[src/rtl/pstep_pkg.sv]
package pstep_pkg;
  typedef enum logic [1:0] {
    VOTE_NONE  = 2'b00,
    VOTE_EARLY = 2'b01,
    VOTE_LATE  = 2'b10,
    VOTE_BAD   = 2'b11
  } vote_t;

  typedef enum logic [1:0] {
    DIR_NONE = 2'b00,
    DIR_UP   = 2'b01,
    DIR_DN   = 2'b10
  } dir_t;
endpackage

[src/rtl/vote_tally.sv]
module vote_tally import pstep_pkg::*; #(
  parameter int NUM_VOTES = 8,
  localparam int CNT_W = $clog2(NUM_VOTES + 1)
) (
  input  logic [2*NUM_VOTES-1:0] votes,
  output logic [CNT_W-1:0]       early_cnt,
  output logic [CNT_W-1:0]       late_cnt
);
  logic [NUM_VOTES-1:0] is_early;
  logic [NUM_VOTES-1:0] is_late;

  // per-slot decode; 00 and 11 count as nothing
  for (genvar i = 0; i < NUM_VOTES; i++) begin : g_slot
    vote_t v;
    assign v           = vote_t'(votes[2*i +: 2]);
    assign is_early[i] = (v == VOTE_EARLY);
    assign is_late[i]  = (v == VOTE_LATE);
  end

  always_comb begin
    early_cnt = '0;
    late_cnt  = '0;
    for (int i = 0; i < NUM_VOTES; i++) begin
      early_cnt = early_cnt + CNT_W'(is_early[i]);
      late_cnt  = late_cnt  + CNT_W'(is_late[i]);
    end
  end
endmodule

[src/rtl/phase_code_reg.sv]
module phase_code_reg #(
  parameter int CNT_W   = 4,
  parameter int CODE_W  = 6,
  parameter logic [CODE_W-1:0] INIT_CODE = '0
) (
  input  logic              clk,
  input  logic              rst,
  input  logic              grp,
  input  logic [CNT_W-1:0]  early_cnt,
  input  logic [CNT_W-1:0]  late_cnt,
  output logic              take_up,
  output logic              take_dn,
  output logic [CODE_W-1:0] code_q,
  output logic              up_q,
  output logic              dn_q
);
  // strict majority only
  assign take_up = grp && (late_cnt > early_cnt);
  assign take_dn = grp && (early_cnt > late_cnt);

  always_ff @(posedge clk) begin
    if (rst) begin
      code_q <= INIT_CODE;
      up_q   <= 1'b0;
      dn_q   <= 1'b0;
    end else begin
      up_q <= take_up;
      dn_q <= take_dn;
      // natural modulo-2^CODE_W wrap
      if (take_up)      code_q <= code_q + CODE_W'(1);
      else if (take_dn) code_q <= code_q - CODE_W'(1);
    end
  end

  assert_one_dir_R8: assert property (@(posedge clk) disable iff (rst)
    $onehot0({up_q, dn_q}));
  assert_up_step_R3: assert property (@(posedge clk) disable iff (rst)
    up_q |-> code_q == $past(code_q) + CODE_W'(1));
  assert_dn_step_R4: assert property (@(posedge clk) disable iff (rst)
    dn_q |-> code_q == $past(code_q) - CODE_W'(1));
  assert_hold_R5: assert property (@(posedge clk) disable iff (rst)
    (!up_q && !dn_q) |-> code_q == $past(code_q));
  assert_idle_R7: assert property (@(posedge clk) disable iff (rst)
    !grp |=> (!up_q && !dn_q));
endmodule

[src/rtl/settle_monitor.sv]
module settle_monitor import pstep_pkg::*; #(
  parameter int SETTLE_GROUPS = 16,
  parameter int RUN_LIMIT     = 4,
  localparam int CALM_W = $clog2(SETTLE_GROUPS + 1),
  localparam int RUN_W  = $clog2(RUN_LIMIT + 1)
) (
  input  logic clk,
  input  logic rst,
  input  logic grp,
  input  logic take_up,
  input  logic take_dn,
  output logic settled_q
);
  dir_t              last_dir;
  logic [RUN_W-1:0]  run_cnt, run_nxt;
  logic [CALM_W-1:0] calm_cnt, calm_nxt;
  logic              stepped, same_dir;

  always_comb begin
    stepped  = take_up || take_dn;
    same_dir = (take_up && last_dir == DIR_UP) || (take_dn && last_dir == DIR_DN);
    run_nxt  = run_cnt;
    if (stepped)
      run_nxt = same_dir ? ((run_cnt < RUN_W'(RUN_LIMIT)) ? run_cnt + RUN_W'(1) : run_cnt)
                         : RUN_W'(1);
    if (same_dir)
      calm_nxt = '0;
    else if (calm_cnt < CALM_W'(SETTLE_GROUPS))
      calm_nxt = calm_cnt + CALM_W'(1);
    else
      calm_nxt = calm_cnt;
  end

  always_ff @(posedge clk) begin
    if (rst) begin
      last_dir  <= DIR_NONE;
      run_cnt   <= '0;
      calm_cnt  <= '0;
      settled_q <= 1'b0;
    end else if (grp) begin
      if (take_up)      last_dir <= DIR_UP;
      else if (take_dn) last_dir <= DIR_DN;
      run_cnt  <= run_nxt;
      calm_cnt <= calm_nxt;
      // wins over R9
      if (same_dir && run_nxt >= RUN_W'(RUN_LIMIT)) settled_q <= 1'b0;
      else if (calm_nxt >= CALM_W'(SETTLE_GROUPS))  settled_q <= 1'b1;
    end
  end

  assert_clear_run_R10: assert property (@(posedge clk) disable iff (rst)
    $fell(settled_q) |-> $past(same_dir && grp));
  assert_set_calm_R9: assert property (@(posedge clk) disable iff (rst)
    $rose(settled_q) |-> $past(grp && !same_dir));
  assert_quiet_R7: assert property (@(posedge clk) disable iff (rst)
    !grp |=> $stable(settled_q));
endmodule

[src/rtl/pstep_ctrl.sv]
module pstep_ctrl #(
  parameter int NUM_VOTES     = 8,
  parameter int CODE_W        = 6,
  parameter logic [CODE_W-1:0] INIT_CODE = '0,
  parameter int SETTLE_GROUPS = 16,
  parameter int RUN_LIMIT     = 4,
  localparam int CNT_W = $clog2(NUM_VOTES + 1)
) (
  input  logic                   clk,
  input  logic                   rst,
  input  logic                   vote_valid,
  output logic                   vote_ready,
  input  logic [2*NUM_VOTES-1:0] votes,
  output logic [CODE_W-1:0]      phase_code,
  output logic                   step_up,
  output logic                   step_dn,
  output logic                   settled
);
  logic [CNT_W-1:0] early_cnt, late_cnt;
  logic             grp, take_up, take_dn;

  always_ff @(posedge clk) begin
    if (rst) vote_ready <= 1'b0;
    else     vote_ready <= 1'b1;
  end

  assign grp = vote_valid && vote_ready;

  vote_tally #(.NUM_VOTES(NUM_VOTES)) u_tally (
    .votes(votes), .early_cnt(early_cnt), .late_cnt(late_cnt));

  phase_code_reg #(.CNT_W(CNT_W), .CODE_W(CODE_W), .INIT_CODE(INIT_CODE)) u_code (
    .clk(clk), .rst(rst), .grp(grp), .early_cnt(early_cnt), .late_cnt(late_cnt),
    .take_up(take_up), .take_dn(take_dn),
    .code_q(phase_code), .up_q(step_up), .dn_q(step_dn));

  settle_monitor #(.SETTLE_GROUPS(SETTLE_GROUPS), .RUN_LIMIT(RUN_LIMIT)) u_settle (
    .clk(clk), .rst(rst), .grp(grp), .take_up(take_up), .take_dn(take_dn),
    .settled_q(settled));

  assert_ready_R1: assert property (@(posedge clk) disable iff (rst)
    $past(!rst) |-> vote_ready);
endmodule

[config.mk]
export PLATFORM = sky130hd
export DESIGN_NAME = pstep_ctrl
export DESIGN_NICKNAME = d
export VERILOG_FILES = /design/src/rtl/pstep_pkg.sv /design/src/rtl/vote_tally.sv /design/src/rtl/phase_code_reg.sv /design/src/rtl/settle_monitor.sv /design/src/rtl/pstep_ctrl.sv
export SDC_FILE = /design/constraint.sdc
export NUM_CORES = 1
export LEC_CHECK = 0
export ABC_CLOCK_PERIOD_IN_PS = 18800
export CAP_MARGIN = 20
export CORE_MARGIN = 4
export CORE_UTILIZATION = 30
export CTS_BUF_LIST = sky130_fd_sc_hd__clkbuf_4 sky130_fd_sc_hd__clkbuf_8
export DETAILED_ROUTE_END_ITERATION = 8
export SLEW_MARGIN = 20
export SYNTH_ARGS = -nofsm -noshare
export SYNTH_HDL_FRONTEND = slang
export SYNTH_SLANG_ARGS = --single-unit
[constraint.sdc]
create_clock -name clk -period 18.8 [get_ports clk]
set_input_delay 3.76 -clock clk [delete_from_list [all_inputs] [get_ports clk]]
set_output_delay 3.76 -clock clk [all_outputs]
set_load 0.01 [all_outputs]
## After elaboration in Yosys (flattened, before gate mapping)

Cells that the tools add are included.

| cells by class | value |
|---|---|
| $add $sub $neg | 18 |
| magnitude comparators | 6 |
| eq/ne operators | 18 |
| multiplexer cells | 12 |
| reduce and logical (&&, ||, !) cells | 12 |

Operators with widths:

| kind | number |
|---|---|
| 4-bit by 1-bit adder with 4-bit output | 12 |
| 2-bit by 1-bit equality test with 1-bit output (second input constant) | 9 |
| 2-bit equality test (second input constant) | 9 |
| 6-bit 2-to-1 mux | 2 |
| 5-bit 2-to-1 mux | 2 |
| 3-bit 2-to-1 mux | 3 |
| 4-bit greater-than comparator | 2 |
| 6-bit by 1-bit adder with 6-bit output (second input constant) | 1 |
| 1-bit logical AND | 6 |
| 6-bit by 1-bit subtractor with 6-bit output (second input constant) | 1 |
| 5-bit by 1-bit adder with 5-bit output (second input constant) | 1 |
| 5-bit greater-or-equal comparator (second input constant) | 1 |
| 5-bit < comparator (second input constant) | 1 |
| 1-bit by 1-bit adder with 2-bit output | 2 |
| 2-bit 2-to-1 mux | 2 |
| 2-bit AND reduction | 2 |
| 2-bit nonzero test | 2 |
| 3-bit by 1-bit adder with 3-bit output (second input constant) | 1 |
| 3-bit greater-or-equal comparator (second input constant) | 1 |
| 3-bit < comparator (second input constant) | 1 |
| 1-bit 2-to-1 mux | 3 |
| 1-bit logical OR | 2 |

| word-level totals | value |
|---|---|
| bits in registers | 20 |
| input port bits | 19 |
| output and inout port bits | 10 |
| word-level logic and storage cells | 74 |

## Longest topological paths before layout

Gate-level depths: netlist of run 1.

| depth | value |
|---|---|
| depth after elaboration | 18 |
| mapped depth | 21 |
| gate-level depth less buffers | 20 |

## Hierarchy

From an unflattened synthesis of run 1, not the netlist that was laid out.

| unflattened totals | value |
|---|---|
| cell total of the unflattened synthesis | 171 |
| area total of the unflattened synthesis | 1572.8 µm² |

By module, submodules not included:

| module | times used | cells each | area an instance (µm²) | seq. area each (µm²) |
|---|---|---|---|---|
| settle_monitor | 1 | 60 | 561.8 | 220.2 |
| phase_code_reg | 1 | 58 | 553.0 | 160.2 |
| vote_tally | 1 | 50 | 427.9 | 0.0 |
| pstep_ctrl | 1 | 3 | 30.0 | 20.0 |

## Worst setup path before layout of run 1

OpenSTA, ideal clock, no wires.

| timing path | value |
|---|---|
| kind | input port to flip-flop |
| start | in votes[0] |
| end | reg u_code.code_q[5] |
| library setup time | 0.123 ns |
| arrival | 8.451 ns |
| required time | 18.677 ns |
| path slack | 10.225 ns |
| cell stages on the path | 20 |
| buffers on the path | 1 |
| cells stage by stage | nor2b_1 ha_1 inv_1 fa_1 fa_1 inv_1 fa_1 fa_1 xor2_1 ha_1 o21ai_1 a21oi_2 or2_1 buf_4 ha_1 a211oi_2 o21bai_1 a21oi_1 mux2i_1 mux2_1 |

| between the ends | value |
|---|---|
| word-level cells in the longest chain between the ends | 11 |
| elaborated cells on any way between the ends | 22 |
| classes of those cells | 14 x add/sub; 2 x order compare; 2 x eq/ne; 1 x mux; 3 x reduce/logical |

RTL lines:

| what | RTL line | source |
|---|---|---|
| start, declared | pstep_ctrl.sv:13 | `input logic [2*NUM_VOTES-1:0] votes,` |
| 2-bit equality test / 2-bit by 1-bit equality test with 1-bit output (equally long branches) | vote_tally.sv:17, vote_tally.sv:16 |  |
| 1-bit by 1-bit adder with 2-bit output (on tied branches) | vote_tally.sv:25, vote_tally.sv:24 |  |
| 4-bit by 1-bit adder with 4-bit output (on tied branches) (6 in a row) | vote_tally.sv:25, vote_tally.sv:24 |  |
| 4-bit greater-than comparator (on tied branches) | phase_code_reg.sv:18, phase_code_reg.sv:19 |  |
| 1-bit logical AND (on tied branches) | phase_code_reg.sv:18, phase_code_reg.sv:19 |  |
| 6-bit 2-to-1 mux / 2-bit nonzero test (equally long branches) | -- |  |
| end signal, assigned | phase_code_reg.sv:30 | `if (take_up) code_q <= code_q + CODE_W'(1);` |
| end signal, assigned | phase_code_reg.sv:31 | `else if (take_dn) code_q <= code_q - CODE_W'(1);` |
| end, declared | phase_code_reg.sv:13 | `output logic [CODE_W-1:0] code_q,` |

Several ways; a longest one is shown, not always the timed one.
A chain may end at the register's enable or synchronous reset.

## Worst setup path in the final report of run 1

| timing path | value |
|---|---|
| start | in votes[2] |
| end | reg u_code.code_q[5] |

The elaborated chain is that of the path after synthesis.

==> results of run 1 <==
final timing paths:
kind,from,end,slack [ns],cells past startpoint
max reg2reg,vote_ready$_DFF_P_,u_code.code_q[5]$_SDFFE_PP0N_,16.10,9
min,u_settle.last_dir[0]$_SDFFE_PP0P_,u_settle.last_dir[0]$_SDFFE_PP0P_,0.46,2
max,votes[2],u_code.code_q[5]$_SDFFE_PP0N_,9.79,20
min reg2reg,u_settle.last_dir[0]$_SDFFE_PP0P_,u_settle.last_dir[0]$_SDFFE_PP0P_,0.46,2
where the power goes:
part	total (mW)	switching, mW	internal, mW
Combinational	0.101	0.0490	0.0518
Sequential	0.0584	0.00768	0.0507
Clock	0.0328	0.0141	0.0186
Total	0.192	0.0708	0.121
placed cells by master (no fill, tap or decap), types with 4 or more instances in the layout:
master and instances:
clkdlybuf4s50_1 28, clkbuf_8 4, nor2b_1 10, xor2_1 4, ha_1 16, nor2_1 8
nand2b_1 11, nand2_1 9, inv_1 15, dfxtp_1 20, o21ai_0 4, xnor2_1 4
a21oi_1 9, nor3_1 5, fa_1 9
critical path: stages:
cell	delay, ns
clkdlybuf4s50_1	0.41
nor2b_1	0.14
ha_1	0.27
inv_1	0.05
fa_1	0.50
fa_1	0.54
inv_1	0.05
fa_1	0.45
fa_1	0.39
xor2_1	0.15
ha_1	0.31
o21ai_1	0.17
a21oi_2	0.07
or2_1	0.41
ha_1	0.40
o21ai_0	0.25
o21bai_1	0.09
a21oi_1	0.18
mux2i_1	0.23
mux2_1	0.33
cell type report:
cell class / count / area (um2) / area share [%]
Multi-Input combinational cell: 125 / 1030 / 53.9
Sequential cell: 20 / 400 / 20.9
Timing Repair Buffer: 29 / 288 / 15.0
Tap cell: 67 / 83.8 / 4.37
Inverter: 15 / 56.3 / 2.94
Clock buffer: 4 / 55.1 / 2.87
flip-flops by register name, indices dropped and copies added (netlist names), named ones only:
| signal | cells |
|---|---|
| u_code.code_q | 6 |
| u_settle.last_dir | 2 |
| u_code.up_q | 1 |
| u_code.dn_q | 1 |
| vote_ready | 1 |
| u_settle.run_cnt | 1 |
| u_settle.settled_q | 1 |
| u_settle.calm_cnt | 5 |
kinds of logic after synthesis:
| kind of cell | count (synthesis) |
|---|---|
| AND/OR/NAND/NOR | 56 |
| AO/OA/AOI/OAI | 33 |
| adder cells (fa/ha/maj) | 25 |
| flip-flops | 20 |
| buffers and inverters | 19 |
| XOR/XNOR | 8 |
| multiplexers | 3 |
per-layer routing:
layer,vias up,share of wire [%]
met1,541,47
met5,-,0
met4,0,0.89
met3,2,3.0
li1,626,-
met2,19,49
stage by stage:
stage                     std cells  instance area [um2]  util (%)  worst slack, ns  power, mW
after floorplan                 164                 1510         -            10.23      0.131
after global placement          256                 1860      38.9             9.54      0.160
after detailed placement        256                 1860      38.9             9.49      0.161
after CTS                       260                 1920      40.1             9.76      0.194
after global routing            260                 1920      40.1             9.45      0.209
final                           260                 1920      40.1             9.79      0.192
==> flow_metrics.py, run 1 <==
metrics = {
    "status": {
        "status": "completed",
    },
    "global_route": {
        "grt_pass1_wl_mm": 4.72,
        "use_met3_pct": 2.04,
        "use_met1_pct": 10.7,
        "grt_overflow": 0,
        "grt_pass1_vias": 1138,
        "grt.met2_usage_pct": 17.1,
        "grt_antenna_before_repair": 0,
        "grt_max_degree": 23,
        "grt_busiest_layer": "met2",
        "grt_usage_pct": 9.19,
    },
    "sta": {
        "fin_tns_setup_ns": 0,
        "finalCritPeriodShare_pct": 47.9,
        "worstMarginPinSlew_ns": 0.793,
        "fin_skew_ns": 0.00109,
        "slew_headroom_pct": 47.0,
        "fmax_mhz": 111,
        "hold_viol_final": 0,
        "final_max_slew_viol_count": 0,
        "hold_ws_ns": 0.461,
        "rsz0062_at_grt": "no",
        "period_needed_ns": 9.01,
        "setup_viol": 0,
    },
    "yosys": {
        "synth-seq-cells": 20,
        "synth_xor_area_share_pct": 4.64,
        "synthMuxAreaShare_pct": 2.07,
        "synth_fa_ha_area_share_pct": 25.2,
        "synth_ff_type": "dfxtp_1",
        "synth_top_family_by_area": "adder cells",
        "synth_cells": 164,
        "netlist.area_leader.share_pct": 26.5,
        "synth_nets": 208,
        "ys_seq_area_share_pct": 26.5,
        "synth_edf_count": 0,
        "syn_area_per_cell_um2": 9.21,
        "synth-simple-area-share_pct": 20.4,
        "yosys_warnings": 0,
        "netlist_area_mm2": 0.00151,
        "ys_async_sr_fraction_pct": 0,
        "synth.distinct_cells": 42,
        "yosys.area.top_type": "dfxtp_1",
        "ys_top_cells_by_area": "dfxtp_1 27%, ha_1 13%, fa_1 12%",
        "yosys.cell_count.top_type": "dfxtp_1",
        "synth_compound_area_share_pct": 16.2,
        "synth_common_cells": "20 x dfxtp_1, 16 x ha_1, 15 x inv_1",
    },
    "route": {
        "drcViolationCount": 0,
        "vias": 1188,
        "drtPass1Iterations": 4,
        "ant_nets": 0,
        "drt-initial-drc-count": 45,
        "via_per_inst": 4.57,
        "detail_route.wl_per_cell_um": 10.4,
        "routed_wl_mm": 2.71,
    },
    "clock_network": {
        "cts_hold_buf": 0,
        "cts_max_level": 1,
        "root_buffer": "clkbuf_8",
        "numCtsBuffers": 3,
        "ctsResizeCount": 0,
        "clkSinkCount": 20,
        "worstSkewPairLatency_ns": 0.25,
        "clk_pin_slew_ns": 0.07,
        "cts_setup_buffers": 0,
        "cts_tree": "done",
        "clockBufferDepth": 2,
    },
    "critical_path": {
        "crit_fanout": 13,
        "crit_required_ns": 18.95,
        "crit_type": "input pin to flop",
        "cp-end-kind": "flop",
        "worst_setup_path_start_kind": "input pin",
        "arrival_ns": 9.16,
    },
    "run": {
        "cap_violations": 0,
    },
    "pwr": {
        "p_per_area_mw_per_mm2": 100,
        "ir_drop_v": 0.0000334,
        "p_leak_nw": 0.799,
    },
    "floorplan": {
        "start_util_pct": 31.6,
        "rows": 25,
        "die_area_mm2": 0.00623,
        "die_w_um": 79.0,
        "core_region_area_mm2": 0.00479,
        "ioPinCount": 29,
        "die-height_um": 79.0,
    },
    "final_layout": {
        "diodes": 0,
        "drive_gt1_share_pct": 6.22,
        "synthToLayoutAreaGrowth_pct": 26.9,
        "n_fill_cell": 469,
        "fin_nets": 238,
    },
    "placed_design": {
        "numPortBuffers": 28,
        "place_congestion": 0.841,
        "hpwl_mm": 2.22,
    },
    "hold_path": {
        "hp-class": "flop to flop",
    },
}
(Power assumes the default switching activity.)
==> run 2, diff against run 1 <==
--- a/config.mk
+++ b/config.mk
@@ -5,7 +5,7 @@
 export SDC_FILE = /design/constraint.sdc
 export NUM_CORES = 1
 export LEC_CHECK = 0
-export ABC_CLOCK_PERIOD_IN_PS = 18800
+export ABC_CLOCK_PERIOD_IN_PS = 9170
 export CAP_MARGIN = 20
 export CORE_MARGIN = 4
 export CORE_UTILIZATION = 30
==> constraint.sdc (replaced) <==
create_clock -name clk -period 9.17 [get_ports clk]
set_input_delay 1.834 -clock clk [delete_from_list [all_inputs] [get_ports clk]]
set_output_delay 1.834 -clock clk [all_outputs]
set_load 0.01 [all_outputs]
==> flow_metrics.py, run 2 (same netlist as run 1, synthesis figures left out) <==
metrics = {
    "status": {
        "status": "completed",
    },
    "clock_network": {
        "cts_tree": "done",
        "cts_max_level": 1,
        "root_buffer": "clkbuf_8",
        "worstSkewPairLatency_ns": 0.25,
        "cts_hold_buf": 0,
        "numCtsBuffers": 3,
        "clockBufferDepth": 2,
        "clkSinkCount": 20,
        "ctsResizeCount": 0,
        "cts_setup_buffers": 0,
        "clk_pin_slew_ns": 0.07,
    },
    "sta": {
        "slew_headroom_pct": 46.6,
        "hold_viol_final": 0,
        "worstMarginPinSlew_ns": 0.798,
        "rsz0062_at_grt": "no",
        "finalCritPeriodShare_pct": 77.4,
        "fin_tns_setup_ns": 0,
        "fin_skew_ns": 0.00218,
        "period_needed_ns": 7.10,
        "fmax_mhz": 141,
        "setup_viol": 0,
        "final_max_slew_viol_count": 0,
        "hold_ws_ns": 0.462,
    },
    "route": {
        "routed_wl_mm": 2.68,
        "vias": 1158,
        "drcViolationCount": 0,
        "via_per_inst": 4.47,
        "drt-initial-drc-count": 44,
        "detail_route.wl_per_cell_um": 10.4,
        "ant_nets": 0,
        "drtPass1Iterations": 4,
    },
    "placed_design": {
        "dp_cells": 256,
        "numPortBuffers": 28,
        "place_congestion": 0.842,
        "hpwl_mm": 2.17,
    },
    "final_layout": {
        "fin_nets": 238,
        "diodes": 0,
        "final_util_pct": 39.8,
        "drive_gt1_share_pct": 5.73,
        "layout_common_cells": "28 x clkdlybuf4s50_1, 20 x dfxtp_1, 16 x ha_1, 15 x inv_1, 11 x nand2b_1",
        "largest_reg_flops": 6,
        "fin_cells": 259,
        "final_common_cell": "clkdlybuf4s50_1",
        "n_fill_cell": 476,
        "seq_area_um2": 400,
        "reg_top3": "u_code.code_q x6, u_settle.calm_cnt x5, u_settle.last_dir x2",
        "multi_input_comb_area_mm2": 0.00103,
        "regMostFlops": "u_code.code_q",
        "synthToLayoutAreaGrowth_pct": 26.0,
    },
    "critical_path": {
        "cpPeakStageDelay_ns": 0.54,
        "cp_common_cell": "fa_1",
        "timing.critical_path.buf_inv": 3,
        "cp_top_family": "adder cells",
        "crit_fanout": 13,
        "worst_setup_path_start_kind": "input pin",
        "worst_path_max_delay_cell": "fa_1",
        "cp-end-kind": "flop",
        "path_cells": "clkdlybuf4s50_1 > nor2b_1 > ha_1 > inv_1 > fa_1 > fa_1 > inv_1 > fa_1 > fa_1 > xor2_1 > ha_1 > o21ai_1 > a21oi_2 > or2_1 > ha_1 > o21ai_0 > o21bai_1 > a21oi_1 > mux2i_1 > mux2_1",
        "crit_required_ns": 9.31,
        "crit_type": "input pin to flop",
        "arrival_ns": 7.24,
    },
    "hold_path": {
        "hp-class": "flop to flop",
    },
    "global_route": {
        "grt_max_degree": 23,
        "grt_pass1_wl_mm": 4.39,
        "grt_overflow": 0,
        "grt_usage_pct": 8.55,
        "grt_antenna_before_repair": 0,
        "grt_pass1_vias": 1045,
    },
    "floorplan": {
        "start_util_pct": 31.6,
        "die_w_um": 79.0,
        "core_region_area_mm2": 0.00479,
        "die_area_mm2": 0.00623,
        "die-height_um": 79.0,
        "ioPinCount": 29,
        "rows": 25,
    },
    "run": {
        "cap_violations": 0,
    },
    "pwr": {
        "p_per_area_mw_per_mm2": 200,
        "p_leak_nw": 0.792,
        "ir_drop_v": 0.0000756,
    },
}
-- run 2: cell count changes in the layout (fill, tap and decap cells not counted) --
cell,previous run,this run
clkbuf_8,4,3
-- run 2: worst paths after layout --
| kind | from | endpoint | slack [ns] | cells past startpoint |
|---|---|---|---|---|
| setup / recovery | votes[0] | u_code.code_q[5]$_SDFFE_PP0N_ | 2.07 | 20 |
| setup reg to reg | vote_ready$_DFF_P_ | u_code.code_q[5]$_SDFFE_PP0N_ | 6.47 | 9 |
| hold reg to reg | u_settle.last_dir[0]$_SDFFE_PP0P_ | u_settle.last_dir[0]$_SDFFE_PP0P_ | 0.46 | 2 |
| hold / removal | u_settle.last_dir[0]$_SDFFE_PP0P_ | u_settle.last_dir[0]$_SDFFE_PP0P_ | 0.46 | 2 |
-- run 2: worst min-delay path, stage by stage (launching register included) --
cell and delay [ns]:
dfxtp_1 0.31, nand2_1 0.05, a21oi_1 0.05
-- run 2: metal layers --
layer / part of all wire, % / global-route usage [%]
met1: 50 / 10.7
met2: 46 / 14.9
met3: 3.0 / 2.04
met4: 0.90 / 2.06
met5: 0 / 0
-- run 2: final cells by class --
| cell class | instances | share of cell area, % |
|---|---|---|
| Multi-Input combinational cell | 125 | 54.3 |
| Sequential cell | 20 | 21.0 |
| Timing Repair Buffer | 29 | 15.1 |
| Tap cell | 67 | 4.40 |
| Inverter | 15 | 2.96 |
| Clock buffer | 3 | 2.17 |
-- run 2: metrics by stage --
| stage | power, mW | setup slack [ns] | cell area (um2) |
|---|---|---|---|
| detailed placement | 0.330 | 1.77 | 1860 |
| CTS | 0.387 | 2.04 | 1900 |
| finish | 0.381 | 2.07 | 1900 |
| floorplan | 0.269 | 2.52 | 1510 |
| global placement | 0.329 | 1.84 | 1860 |
| global route | 0.417 | 1.78 | 1900 |
-- run 2: power by group --
group | switching, mW | leakage [nW] | total [mW] | internal, mW
combinational | 0.100 | 0.607 | 0.206 | 0.106
sequential | 0.0151 | 0.163 | 0.119 | 0.104
clock | 0.0271 | 0.0216 | 0.0563 | 0.0292
total | 0.142 | 0.792 | 0.381 | 0.239
==> run 3, diff against run 2 <==
--- a/config.mk
+++ b/config.mk
@@ -5,7 +5,7 @@
 export SDC_FILE = /design/constraint.sdc
 export NUM_CORES = 1
 export LEC_CHECK = 0
-export ABC_CLOCK_PERIOD_IN_PS = 9170
+export ABC_CLOCK_PERIOD_IN_PS = 7300
 export CAP_MARGIN = 20
 export CORE_MARGIN = 4
 export CORE_UTILIZATION = 30
==> constraint.sdc (replaced) <==
create_clock -name clk -period 7.3 [get_ports clk]
set_input_delay 1.46 -clock clk [delete_from_list [all_inputs] [get_ports clk]]
set_output_delay 1.46 -clock clk [all_outputs]
set_load 0.01 [all_outputs]
==> flow_metrics.py, run 3 (same netlist as run 1, synthesis figures left out) <==
metrics = {
    "clock_network": {
        "cts_setup_buffers": 0,
        "numCtsBuffers": 3,
        "clk_pin_slew_ns": 0.07,
        "cts_max_level": 1,
        "cts_hold_buf": 0,
        "cts_tree": "done",
        "clkSinkCount": 20,
        "clockBufferDepth": 2,
        "root_buffer": "clkbuf_8",
        "ctsResizeCount": 0,
        "worstSkewPairLatency_ns": 0.26,
    },
    "critical_path": {
        "crit_required_ns": 7.45,
        "worst_setup_path_start_kind": "input pin",
        "worst_path_max_delay_cell": "fa_1",
        "path_cells": "clkdlybuf4s50_1 > nor2b_1 > ha_1 > inv_1 > fa_1 > fa_1 > inv_1 > fa_1 > fa_1 > xor2_1 > ha_1 > o21ai_1 > a21oi_2 > or2_1 > ha_1 > o21ai_0 > o21bai_1 > a21oi_1 > mux2i_1 > mux2_1",
        "crit_fanout": 5,
        "r2r_setup_slack_ns": 4.76,
        "cpPeakStageDelay_ns": 0.54,
        "crit_type": "input pin to flop",
        "ff2ff_path_depth": 9,
        "cp-end-kind": "flop",
        "cp_common_cell": "fa_1",
        "arrival_ns": 6.70,
        "timing.rr.end": "u_code.code_q[5]$_SDFFE_PP0N_",
        "r2r-start": "vote_ready$_DFF_P_",
    },
    "status": {
        "status": "completed",
    },
    "sta": {
        "fin_skew_ns": 0.00284,
        "hold_viol_final": 0,
        "period_needed_ns": 6.56,
        "rsz0062_at_grt": "no",
        "worstMarginPinSlew_ns": 0.810,
        "slew_headroom_pct": 45.8,
        "setup_viol": 0,
        "final_max_slew_viol_count": 0,
        "finalCritPeriodShare_pct": 89.8,
        "fmax_mhz": 153,
        "fin_tns_setup_ns": 0,
        "hold_ws_ns": 0.462,
    },
    "floorplan": {
        "die_w_um": 79.0,
        "rows": 25,
        "start_util_pct": 31.6,
        "die-height_um": 79.0,
        "ioPinCount": 29,
        "die_area_mm2": 0.00623,
        "core_region_area_mm2": 0.00479,
    },
    "global_route": {
        "grt_max_degree": 23,
        "grt_antenna_before_repair": 0,
        "grt_pass1_wl_mm": 4.66,
        "grt_overflow": 0,
        "grt_pass1_vias": 1161,
        "grt_usage_pct": 8.90,
    },
    "route": {
        "routed_wl_mm": 2.70,
        "via_per_inst": 4.56,
        "ant_nets": 0,
        "detail_route.wl_per_cell_um": 10.4,
        "drt-initial-drc-count": 25,
        "drtPass1Iterations": 4,
        "vias": 1189,
        "drcViolationCount": 0,
    },
    "final_layout": {
        "layout_common_cells": "28 x clkdlybuf4s50_1, 20 x dfxtp_1, 16 x ha_1, 15 x inv_1, 11 x nand2b_1",
        "n_fill_cell": 490,
        "drive_gt1_share_pct": 6.70,
        "largest_reg_flops": 6,
        "synthToLayoutAreaGrowth_pct": 27.4,
        "seq_area_um2": 400,
        "reg_top3": "u_code.code_q x6, u_settle.calm_cnt x5, u_settle.last_dir x2",
        "final_common_cell": "clkdlybuf4s50_1",
        "fin_cells": 261,
        "fin_nets": 239,
        "multi_input_comb_area_mm2": 0.00103,
        "regMostFlops": "u_code.code_q",
        "diodes": 0,
    },
    "hold_path": {
        "hp-class": "flop to flop",
        "hold_depth": 2,
        "min_to": "u_settle.last_dir[0]$_SDFFE_PP0P_",
        "hp-start": "u_settle.last_dir[0]$_SDFFE_PP0P_",
    },
    "run": {
        "cap_violations": 0,
    },
    "placed_design": {
        "place_congestion": 0.779,
        "numPortBuffers": 28,
        "hpwl_mm": 2.22,
        "dp_cells": 257,
    },
    "pwr": {
        "p_leak_nw": 0.803,
        "p_per_area_mw_per_mm2": 260,
        "ir_drop_v": 0.000103,
    },
}
## run 3: changes by cell type in the layout (fill, tap and decap cells not counted), sizes merged
cell | before | now
buf | 1 | 2
clkbuf | 3 | 4
## run 3: cell type report
type                    instances  area share, %
well taps                      67           4.36
inverters                      15           2.93
repair buffers                 30           15.3
flip-flops and latches         20           20.8
multi-input cells             125           53.7
clock buffers                   4           2.86
## run 3: how the worst max path moves through the flow
stage                         from                       endpoint
after floorplan           votes[0]  u_code.code_q[5]$_SDFFE_PP0N_
after global placement    votes[0]  u_code.code_q[5]$_SDFFE_PP0N_
after detailed placement  votes[0]  u_code.code_q[5]$_SDFFE_PP0N_
after CTS                 votes[0]  u_code.code_q[5]$_SDFFE_PP0N_
after global routing      votes[0]  u_code.code_q[5]$_SDFFE_PP0N_
final                     votes[0]  u_code.code_q[5]$_SDFFE_PP0N_
## run 3: metal layers
metal	GRT usage (%)	vias up	share of wire (%)
li1	-	628	-
met1	10.6	539	48
met2	16.4	20	48
met3	2.04	2	3.7
met4	1.55	0	0.63
met5	0	-	0
## run 3: per-stage QoR
step	setup WS, ns	instance area (um2)	util [%]	power, mW
4_1_cts	0.728	1920	40.2	0.507
3_3_place_gp	0.510	1870	39.1	0.418
6_report	0.743	1920	40.2	0.501
5_1_grt	0.513	1920	40.2	0.544
2_1_floorplan	1.03	1510	-	0.338
3_5_place_dp	0.461	1870	39.1	0.419
## run 3: report_power, final
group          internal, mW  switching, mW  total (mW)
clock network        0.0480         0.0363      0.0842
registers             0.131         0.0201       0.151
logic                 0.135          0.130       0.266
## run 3: worst max-delay path: cells and delay by family
kind	cells	cell delay (ns)
AOI/OAI and AO/OA	5	0.78
xor gates and xnor gates	1	0.16
adders and majority gates	7	2.82
buffers and inverters	3	0.51
muxes	2	0.55
and+or+nand+nor	2	0.44
